==> src/rtl/rtg_pkg.sv <==
package rtg_pkg;
  localparam int FLD_W = 12;
  localparam int REG_W = 32;
  localparam int LO_POS = 0;
  localparam int HI_POS = 16;

  localparam int CTL_HHALT = 0;
  localparam int CTL_HPOL  = 1;
  localparam int CTL_VHALT = 2;
  localparam int CTL_VPOL  = 3;
  localparam int CTL_EN    = 31;

  typedef logic [FLD_W-1:0] fld_t;

  typedef struct packed {
    fld_t total;
    fld_t sync_end;
    fld_t lead_brd;
    fld_t act_start;
    fld_t trail_brd;
    fld_t fp_start;
  } axis_cfg_t;

  typedef enum logic [2:0] {
    A_CTRL = 3'd0,
    A_H1   = 3'd1,
    A_H2   = 3'd2,
    A_H3   = 3'd3,
    A_V1   = 3'd4,
    A_V2   = 3'd5,
    A_V3   = 3'd6
  } reg_addr_e;
endpackage

==> src/rtl/rtg_regs.sv <==
module rtg_regs
  import rtg_pkg::*;
#(
  parameter int N_TREGS = 6,
  parameter int AW = 3
) (
  input  logic             clk,
  input  logic             rst,
  input  logic             wr_en,
  input  logic [AW-1:0]    wr_addr,
  input  logic [REG_W-1:0] wr_data,
  input  logic [AW-1:0]    rd_addr,
  output logic [REG_W-1:0] rd_data,
  output axis_cfg_t        cfg_h,
  output axis_cfg_t        cfg_v,
  output logic             en,
  output logic             h_halt,
  output logic             v_halt,
  output logic             h_pol,
  output logic             v_pol
);
  localparam int PAD = HI_POS - FLD_W;

  fld_t lo_q [N_TREGS];
  fld_t hi_q [N_TREGS];
  logic [REG_W-1:0] rd_mux;

  always_ff @(posedge clk) begin
    if (rst) begin
      en <= 1'b0; h_halt <= 1'b0; v_halt <= 1'b0; h_pol <= 1'b0; v_pol <= 1'b0;
      for (int i = 0; i < N_TREGS; i++) begin
        lo_q[i] <= '0;
        hi_q[i] <= '0;
      end
    end else if (wr_en) begin
      if (wr_addr == AW'(A_CTRL)) begin
        en     <= wr_data[CTL_EN];
        h_halt <= wr_data[CTL_HHALT];
        v_halt <= wr_data[CTL_VHALT];
        h_pol  <= wr_data[CTL_HPOL];
        v_pol  <= wr_data[CTL_VPOL];
      end
      for (int i = 0; i < N_TREGS; i++) begin
        if (wr_addr == AW'(i + 1)) begin
          lo_q[i] <= wr_data[LO_POS +: FLD_W];
          hi_q[i] <= wr_data[HI_POS +: FLD_W];
        end
      end
    end
  end

  always_comb begin
    rd_mux = '0;
    if (rd_addr == AW'(A_CTRL)) begin
      rd_mux[CTL_EN]    = en;
      rd_mux[CTL_HHALT] = h_halt;
      rd_mux[CTL_VHALT] = v_halt;
      rd_mux[CTL_HPOL]  = h_pol;
      rd_mux[CTL_VPOL]  = v_pol;
    end
    for (int i = 0; i < N_TREGS; i++) begin
      if (rd_addr == AW'(i + 1))
        rd_mux = {{PAD{1'b0}}, hi_q[i], {PAD{1'b0}}, lo_q[i]};
    end
  end

  always_ff @(posedge clk) begin
    if (rst) rd_data <= '0;
    else     rd_data <= rd_mux;
  end

  // Live (unshadowed) timing set, register 1/2/3 per axis
  assign cfg_h = '{total: lo_q[0], sync_end: hi_q[0], lead_brd: lo_q[1],
                   act_start: hi_q[1], trail_brd: lo_q[2], fp_start: hi_q[2]};
  assign cfg_v = '{total: lo_q[3], sync_end: hi_q[3], lead_brd: lo_q[4],
                   act_start: hi_q[4], trail_brd: lo_q[5], fp_start: hi_q[5]};

  // reserved read bits stay zero
  always @(posedge clk) begin
    if (!rst) begin
      p_rsvd_zero_r1: assert (rd_data[15:12] == 4'b0 && rd_data[30:28] == 3'b0)
        else $error("reserved read bits set");
    end
  end
endmodule

==> src/rtl/rtg_axis.sv <==
module rtg_axis
  import rtg_pkg::*;
#(
  parameter int W = FLD_W
) (
  input  logic          clk,
  input  logic          rst,
  input  logic          run,
  input  logic          step,
  input  axis_cfg_t     cfg,
  output logic [W-1:0]  cnt,
  output logic          wrap,
  output logic          in_sync,
  output logic          in_border,
  output logic          in_active,
  output logic          in_span
);
  logic last;

  assign last = ({1'b0, cnt} + (W+1)'(1)) >= {1'b0, cfg.total};
  assign wrap = run && step && last;

  always_ff @(posedge clk) begin
    if (rst || !run) cnt <= '0;
    else if (step)   cnt <= last ? '0 : cnt + W'(1);
  end

  assign in_sync   = cnt < cfg.sync_end;
  assign in_active = (cnt >= cfg.act_start) && (cnt < cfg.trail_brd);
  assign in_border = ((cnt >= cfg.lead_brd) && (cnt < cfg.act_start)) ||
                     ((cnt >= cfg.trail_brd) && (cnt < cfg.fp_start));
  assign in_span   = (cnt >= cfg.lead_brd) && (cnt < cfg.fp_start);

  p_halt_zero_r9: assert property (@(posedge clk) disable iff (rst)
    !run |=> cnt == '0);
  p_wrap_zero_r4: assert property (@(posedge clk) disable iff (rst)
    (run && step && last) |=> cnt == '0);
  p_step_inc_r4: assert property (@(posedge clk) disable iff (rst)
    (run && step && !last) |=> cnt == W'($past(cnt) + W'(1)));
endmodule

==> src/rtl/vtiming_gen.sv <==
module vtiming_gen
  import rtg_pkg::*;
#(
  parameter int AW = 3,
  parameter int CW = FLD_W
) (
  input  logic          clk,
  input  logic          rst,
  input  logic          wr_en,
  input  logic [AW-1:0] wr_addr,
  input  logic [31:0]   wr_data,
  input  logic [AW-1:0] rd_addr,
  output logic [31:0]   rd_data,
  output logic          hsync,
  output logic          vsync,
  output logic          blank,
  output logic          border,
  output logic          active,
  output logic [CW-1:0] pix_x,
  output logic [CW-1:0] line_y
);
  axis_cfg_t live_h, live_v, sh_h, sh_v;
  logic en, h_halt, v_halt, h_pol, v_pol;
  logic h_run, v_run, h_load, v_load;
  logic [CW-1:0] hcnt, vcnt;
  logic h_wrap, v_wrap;
  logic h_sync, h_brd, h_act, h_span;
  logic v_sync, v_brd, v_act, v_span;

  rtg_regs #(.N_TREGS(6), .AW(AW)) regs_i (
    .clk, .rst, .wr_en, .wr_addr, .wr_data, .rd_addr, .rd_data,
    .cfg_h(live_h), .cfg_v(live_v), .en, .h_halt, .v_halt, .h_pol, .v_pol
  );

  assign h_run = en && !h_halt;
  assign v_run = en && !v_halt;

  // Shadow update: frame boundary, or whenever that axis is stopped.
  // With the vertical axis halted, the horizontal set follows line ends.
  assign h_load = !h_run || v_wrap || (!v_run && h_wrap);
  assign v_load = !v_run || v_wrap;

  always_ff @(posedge clk) begin
    if (rst) begin
      sh_h <= '0;
      sh_v <= '0;
    end else begin
      if (h_load) sh_h <= live_h;
      if (v_load) sh_v <= live_v;
    end
  end

  rtg_axis #(.W(CW)) h_axis_i (
    .clk, .rst, .run(h_run), .step(1'b1), .cfg(sh_h),
    .cnt(hcnt), .wrap(h_wrap), .in_sync(h_sync), .in_border(h_brd),
    .in_active(h_act), .in_span(h_span)
  );

  rtg_axis #(.W(CW)) v_axis_i (
    .clk, .rst, .run(v_run), .step(h_wrap), .cfg(sh_v),
    .cnt(vcnt), .wrap(v_wrap), .in_sync(v_sync), .in_border(v_brd),
    .in_active(v_act), .in_span(v_span)
  );

  always_ff @(posedge clk) begin
    if (rst) begin
      pix_x <= '0; line_y <= '0;
      hsync <= 1'b1; vsync <= 1'b1;
      blank <= 1'b1; border <= 1'b0; active <= 1'b0;
    end else begin
      pix_x  <= hcnt;
      line_y <= vcnt;
      hsync  <= (h_run && h_sync) ? h_pol : ~h_pol;
      vsync  <= (v_run && v_sync) ? v_pol : ~v_pol;
      active <= h_act && v_act;
      blank  <= !(h_act && v_act);
      border <= (h_brd && v_span) || (v_brd && h_span);
    end
  end

  p_hsync_idle_r9: assert property (@(posedge clk) disable iff (rst)
    !h_run |=> hsync == ~$past(h_pol));
  p_vsync_idle_r9: assert property (@(posedge clk) disable iff (rst)
    !v_run |=> vsync == ~$past(v_pol));
  p_active_unblank_r7: assert property (@(posedge clk) disable iff (rst)
    active |-> !blank);
  p_border_blank_r8: assert property (@(posedge clk) disable iff (rst)
    border |-> (blank && !active));
endmodule

==> config.mk <==
export PLATFORM = sky130hd
export DESIGN_NAME = vtiming_gen
export DESIGN_NICKNAME = d
export VERILOG_FILES = /design/src/rtl/rtg_pkg.sv /design/src/rtl/rtg_regs.sv /design/src/rtl/rtg_axis.sv /design/src/rtl/vtiming_gen.sv
export SDC_FILE = /design/constraint.sdc
export NUM_CORES = 1
export LEC_CHECK = 0
export CELL_PAD_IN_SITES_DETAIL_PLACEMENT = 0
export CELL_PAD_IN_SITES_GLOBAL_PLACEMENT = 1
export CORE_ASPECT_RATIO = 1.25
export CORE_MARGIN = 8
export CORE_UTILIZATION = 30
export CTS_BUF_LIST = sky130_fd_sc_hd__clkbuf_4
export DETAILED_ROUTE_END_ITERATION = 16
export PLACE_DENSITY_LB_ADDON = 0.1
export SYNTH_ARGS = -nofsm -noshare
export SYNTH_HDL_FRONTEND = slang
export SYNTH_HIERARCHICAL = 1
export SYNTH_SLANG_ARGS = --single-unit
==> constraint.sdc <==
create_clock -name clk -period 4.65 [get_ports clk]
set_clock_uncertainty 0.1 [all_clocks]
set_input_delay 0.6975 -clock clk [delete_from_list [all_inputs] [get_ports clk]]
set_output_delay 0.6975 -clock clk [all_outputs]
set_load 0.01 [all_outputs]
==> Yosys cells after proc, flatten, opt, wreduce, memory -nomap -nowiden <==
Memory sizes are Yosys's and may differ from the RTL's.
Index checks and enable logic that the tools add are counted.
{ "word_totals": {"reg_bits": 234, "ram_bits": 144, "output_inout_bits": 61, "elab_cells": 164, "n_memories": 2} }
{ "classes": {"addsub": 4, "magnitude_cmp": 16, "n_eq_ne": 12, "n_mux": 48, "bitwise": 15, "reduce_logical": 38} }
{ "memory_table": {"columns": ["name", "words", "word_bits", "rd", "rd_ports_with_merged_regs", "wr", "line", "rtl"], "rows": [
  ["regs_i.hi_q", 6, 12, 6, 0, 6, "rtg_regs.sv:25", "fld_t hi_q [N_TREGS];"],
  ["regs_i.lo_q", 6, 12, 6, 0, 6, "rtg_regs.sv:24", "fld_t lo_q [N_TREGS];"]
]} }
{ "op_table": {"columns": ["cell", "n"], "rows": [
  ["28-bit 2-to-1 mux", 6],
  ["12-bit 2-to-1 mux", 13],
  ["12-bit < comparator", 8],
  ["12-bit >= comparator", 6],
  ["1-bit 2-to-1 mux", 28],
  ["12-bit by 1-bit adder with 13-bit output, second input constant", 2],
  ["13-bit by 12-bit >= comparator with 1-bit output", 2],
  ["12-bit by 1-bit adder with 12-bit output, second input constant", 2],
  ["1-bit logical AND", 19],
  ["3-bit == test, second input constant", 6],
  ["3-bit by 2-bit == test with 1-bit output, second input constant", 4],
  ["1-bit OR", 12],
  ["1-bit logical OR", 8],
  ["8-bit OR reduction", 1],
  ["3-bit by 1-bit == test with 1-bit output, second input constant", 2],
  ["3-bit logical NOT", 2],
  ["6-bit OR reduction", 1],
  ["1-bit logical NOT", 5],
  ["4-bit 2-to-1 mux", 1],
  ["1-bit inverter", 3],
  ["2-bit AND reduction", 1],
  ["2-bit OR reduction", 1]
]} }

==> Longest topological paths before layout <==
{ "depth": {"ltp_word": 8, "ltp_mapped": 19, "ltp_nobuf": 16} }

==> By module <==
The synthesis kept the hierarchy.
{ "modules_own_cells": {"columns": ["module", "instances", "cells_each", "area_each_um2", "seq_area_each_um2"], "rows": [
  ["rtg_regs", 1, 547, 7493.4, 4924.7],
  ["vtiming_gen", 1, 698, 6596.3, 3463.3],
  ["rtg_axis at h_axis_i", 1, 323, 2464.9, 240.2],
  ["rtg_axis at v_axis_i", 1, 324, 2448.6, 240.2]
]} }

==> Least setup slack after synthesis <==
No wires, ideal clock.
{ "synth_path": {"path_type": "register to register", "start": "register h_axis_i.cnt[1]", "end": "register, netlist name sh_v[24]", "setup_ns": 0.132, "arrival_ns": 3.774, "slack_ns": 0.643, "path_stages_with_launch": 20, "path_buffers": 3, "synth_period_minus_slack_ns": 4.007, "cell_sequence": "dfxtp_1 ha_1 and4_4 nand4_4 nor2_1 xor2_1 ha_1 a21o_1 a21oi_1 o21ai_2 or3_1 and3_2 buf_2 inv_1 nor3b_1 or3b_1 buf_6 buf_6 nand2_1 a21oi_1"} }
{ "synth_between": {"elab_chain_len": 6} }
{ "synth_lines": {"columns": ["element", "line", "rtl"], "rows": [
  ["from (decl)", "rtg_axis.sv:11", "output logic [W-1:0] cnt,"],
  ["from (signal assigned)", "rtg_axis.sv:25", "else if (step) cnt <= last ? '0 : cnt + W'(1);"],
  ["12-bit by 1-bit adder with 13-bit output", "rtg_axis.sv:20", "assign last = ({1'b0, cnt} + (W+1)'(1)) >= {1'b0, cfg.total};"],
  ["13-bit by 12-bit >= comparator with 1-bit output", "rtg_axis.sv:20", null],
  ["1-bit logical AND", "rtg_axis.sv:21", "assign wrap = run && step && last;"],
  ["named net h_wrap", "vtiming_gen.sv:26", "logic h_wrap, v_wrap;"],
  ["1-bit logical AND (2 in a row)", "rtg_axis.sv:21", null],
  ["named net v_wrap", "vtiming_gen.sv:26", null],
  ["1-bit logical OR", "vtiming_gen.sv:41", "assign v_load = !v_run || v_wrap;"]
]} }
The timed path passes the listed nets, and every way through them passes these cells.
A chain may end at the register's enable or synchronous reset.

==> Final worst setup path <==
{ "layout_path": {"start": "register h_axis_i.cnt[3]", "end": "register, netlist name sh_h[3]"} }
{ "layout_between": {"elab_chain_len": 7, "elab_cells_between_ends": 8} }
{ "layout_lines": {"columns": ["element", "line", "rtl"], "rows": [
  ["12-bit by 1-bit adder with 13-bit output", "rtg_axis.sv:20", null],
  ["13-bit by 12-bit >= comparator with 1-bit output", "rtg_axis.sv:20", null],
  ["1-bit logical AND", "rtg_axis.sv:21", null],
  ["named net h_wrap", "vtiming_gen.sv:26", null],
  ["1-bit logical AND (2 in a row)", "rtg_axis.sv:21", null],
  ["named net v_wrap", "vtiming_gen.sv:26", null],
  ["1-bit logical OR (2 in a row)", "vtiming_gen.sv:40", "assign h_load = !h_run || v_wrap || (!v_run && h_wrap);"]
]} }
The timed path passes the listed nets, and every way through them passes these cells.

==> metrics.yaml <==
wl_per_cell_um: 19.2
seq_area_frac_synth: 0.467
grt_max_degree: 83
ys_types: 76
hold_viol: 0
yosys_warnings: 6
status: "finished clean"
grt_pass1_vias: 14200
dr.pass1.iters: 5
slew_violations: 0
dp.cells: 2785
finalNonFillerCells: 2979
post_route_cells_drive_above_1_share: 0.140
ys_seq_elements: 371
cp.arrival_ns: 4.99
die_h_um: 297
crit_type: "reg -> reg"
irDropWorstVdd_mv: 0.135
synth_top_area_share: 0.239
overflow: 0
yosysMostFrequentCell: "dfxtp_1"
synth-edff-count: 144
tritoncts: "done"
startpoint_type: "flip-flop"
io_buffers: 87
fmax_mhz: 229
routabilityCongestion: 0.783
placement_rows: 103
worstPathMaxFanout: 20
syn-cell-area_um2: 19000
cap_violations: 0
ys_async_sr_fraction: 0
p_leak_nw: 8.99
regToRegSetupSlack_ns: 0.28
clock_sinks: 371
synth_area_leaders: "dfxtp_1 (24%), edfxtp_1 (23%), ha_1 (9.3%)"
ioPinCount: 102
grt_pass1_wl_um: 86700
synth_commonest_cells: "dfxtp_1 (227), nand2_1 (176), nand2b_1 (161)"
ctsLongestPathBuffers: 3
drc_errors: 0
area_delta_synth_final_pct: 17.0
synthCells: 1892
worst_hold_slack_ns: 0.231
drt-initial-drc-count: 567
hold_buffers: 0
final-setup-viol-count: 0
fill_cells: 6643
vias: 13600
hpwl_um: 41600
syn_area_per_cell_um2: 10.0
via_per_inst: 4.55
cts_root_buffer: "clkbuf_4"
required_ns: 5.27
ant_nets: 0
numCtsBuffers: 103
tns_ns: 0
relSlewSlack: 0.302
die_area_um2: 71700
detail_route.wirelength_um: 57100
postLayoutCoreUtil: 0.354
hp-class: "in -> reg"
antenna_found_initial: 1
power_density_nw_per_um2: 336
clk_pin_slew_ns: 0.07
post-route-period-util: 0.940
period_needed_ns: 4.37
fp.dieW_um: 241
synth.largest_area_cell: "dfxtp_1"
cts_htree_levels: 3
coreArea_um2: 62900
grtUsageTotal: 0.160
synth_flop_cell: "dfxtp_1"
rsz0062_at_grt: "false"
start_util: 0.302
worstSkewPairLatency_ns: 0.84
worstMarginPinSlew_ns: 1.04
nets: 2233
worstSetupEndpointType: "flip-flop"
==> routing by layer <==
metal  share of wire  track usage  vias to the layer above
met3           0.037       0.0269                       90
met2            0.48        0.269                      230
met4           0.025       0.0586                        0
met5               0            0                        -
met1            0.45        0.202                     6377
li1                -            -                     6863
==> cells in the final DEF, fill, tap and decap left out, drive strengths merged, types with 18 or more instances in the layout <==
cell / synthesis / final
nand2: 177 / 177
mux2i: 79 / 79
a221oi: 20 / 20
a211oi: 33 / 33
a2bb2oi: 20 / 20
nor3: 18 / 18
clkinv: 0 / 20
xor2: 25 / 25
clkdlybuf4s50: 0 / 83
nand4: 24 / 24
a21o: 27 / 27
o21ai: 44 / 44
edfxtp: 144 / 144
nand2b: 162 / 162
clkbuf: 39 / 166
a21oi: 107 / 107
buf: 65 / 62
dfxtp: 227 / 227
inv: 140 / 143
ha: 142 / 142
nor2: 80 / 80
and2: 146 / 146
mux2: 24 / 24
nor2b: 34 / 34
==> cell families (layout without fill, tap and decap cells) <==
kind of cell	Yosys count	in the layout	share of synthesized area
and+or+nand+nor	693	693	0.200
DFF	371	371	0.467
AOI/OAI and AO/OA	298	298	0.103
buffers and inverters	244	477	0.0622
adders and majority gates	142	142	0.0935
muxes	103	103	0.0558
xor gates and xnor gates	39	39	0.0180
other	2	16	0.000395
==> power breakdown <==
group | switching, W | total (W) | internal [W]
Clock | 0.00145 | 0.00312 | 0.00166
Sequential | 0.000116 | 0.00368 | 0.00356
Combinational | 0.000393 | 0.000671 | 0.000278
==> through the flow <==
stage	power, W	worst slack, ns	area [um2]
global route	0.00790	0.0441	22200
floorplan	0.00414	0.643	19000
detailed placement	0.00444	0.314	20800
CTS	0.00767	0.215	22200
global placement	0.00443	0.325	20800
finish	0.00747	0.281	22200
==> critical path, cell delays in order, from the launching register on <==
cell and delay (ns):
dfxtp_1 0.52, nand2_1 0.12, nor3_1 0.31, buf_4 0.20, xor2_1 0.15, ha_1 0.26, o21ai_0 0.16, o21bai_1 0.11
o21ba_1 0.19, or3_1 0.38, and3_2 0.36, inv_1 0.12, nor3b_1 0.09, a21oi_1 0.37, and2_4 0.33, buf_12 0.21
mux2i_1 0.22
==> state kept, by name (all words and copies together) (netlist names), 12 cells and up <==
name,count
h_axis_i/cnt,12
line_y,12
pix_x,12
regs_i/hi_q,72
regs_i/lo_q,72
regs_i/rd_data,25
sh_h,72
sh_v,72
v_axis_i/cnt,12
==> path summary, 6_finish.rpt <==
kind                                       from            end  cells past startpoint
worst max-delay path            h_axis_i/cnt[3]        sh_h[3]                     16
worst min-delay path                        rst  regs_i/v_halt                      2
worst max register to register  h_axis_i/cnt[3]        sh_h[3]                     16
worst min register to register          sh_v[2]        sh_v[2]                      2
==> layout make-up <==
| class | count | area, um2 | area share |
|---|---|---|---|
| clock buffer | 166 | 1250 | 0.0560 |
| timing repair buffer | 145 | 1350 | 0.0605 |
| inverter | 140 | 526 | 0.0236 |
| sequential | 371 | 8870 | 0.399 |
| tap | 840 | 1050 | 0.0473 |
| clock inverter | 26 | 133 | 0.00596 |
| antenna | 2 | 5.00 | 0.000225 |
| multi-input combinational | 1289 | 9060 | 0.407 |
==> timing repair <==
item,CTS,global route
resized for setup,0,1
buffers inserted,0,0
endpoints found under the setup margin,0,40
Note: power is estimated with default switching activity, not from simulation.
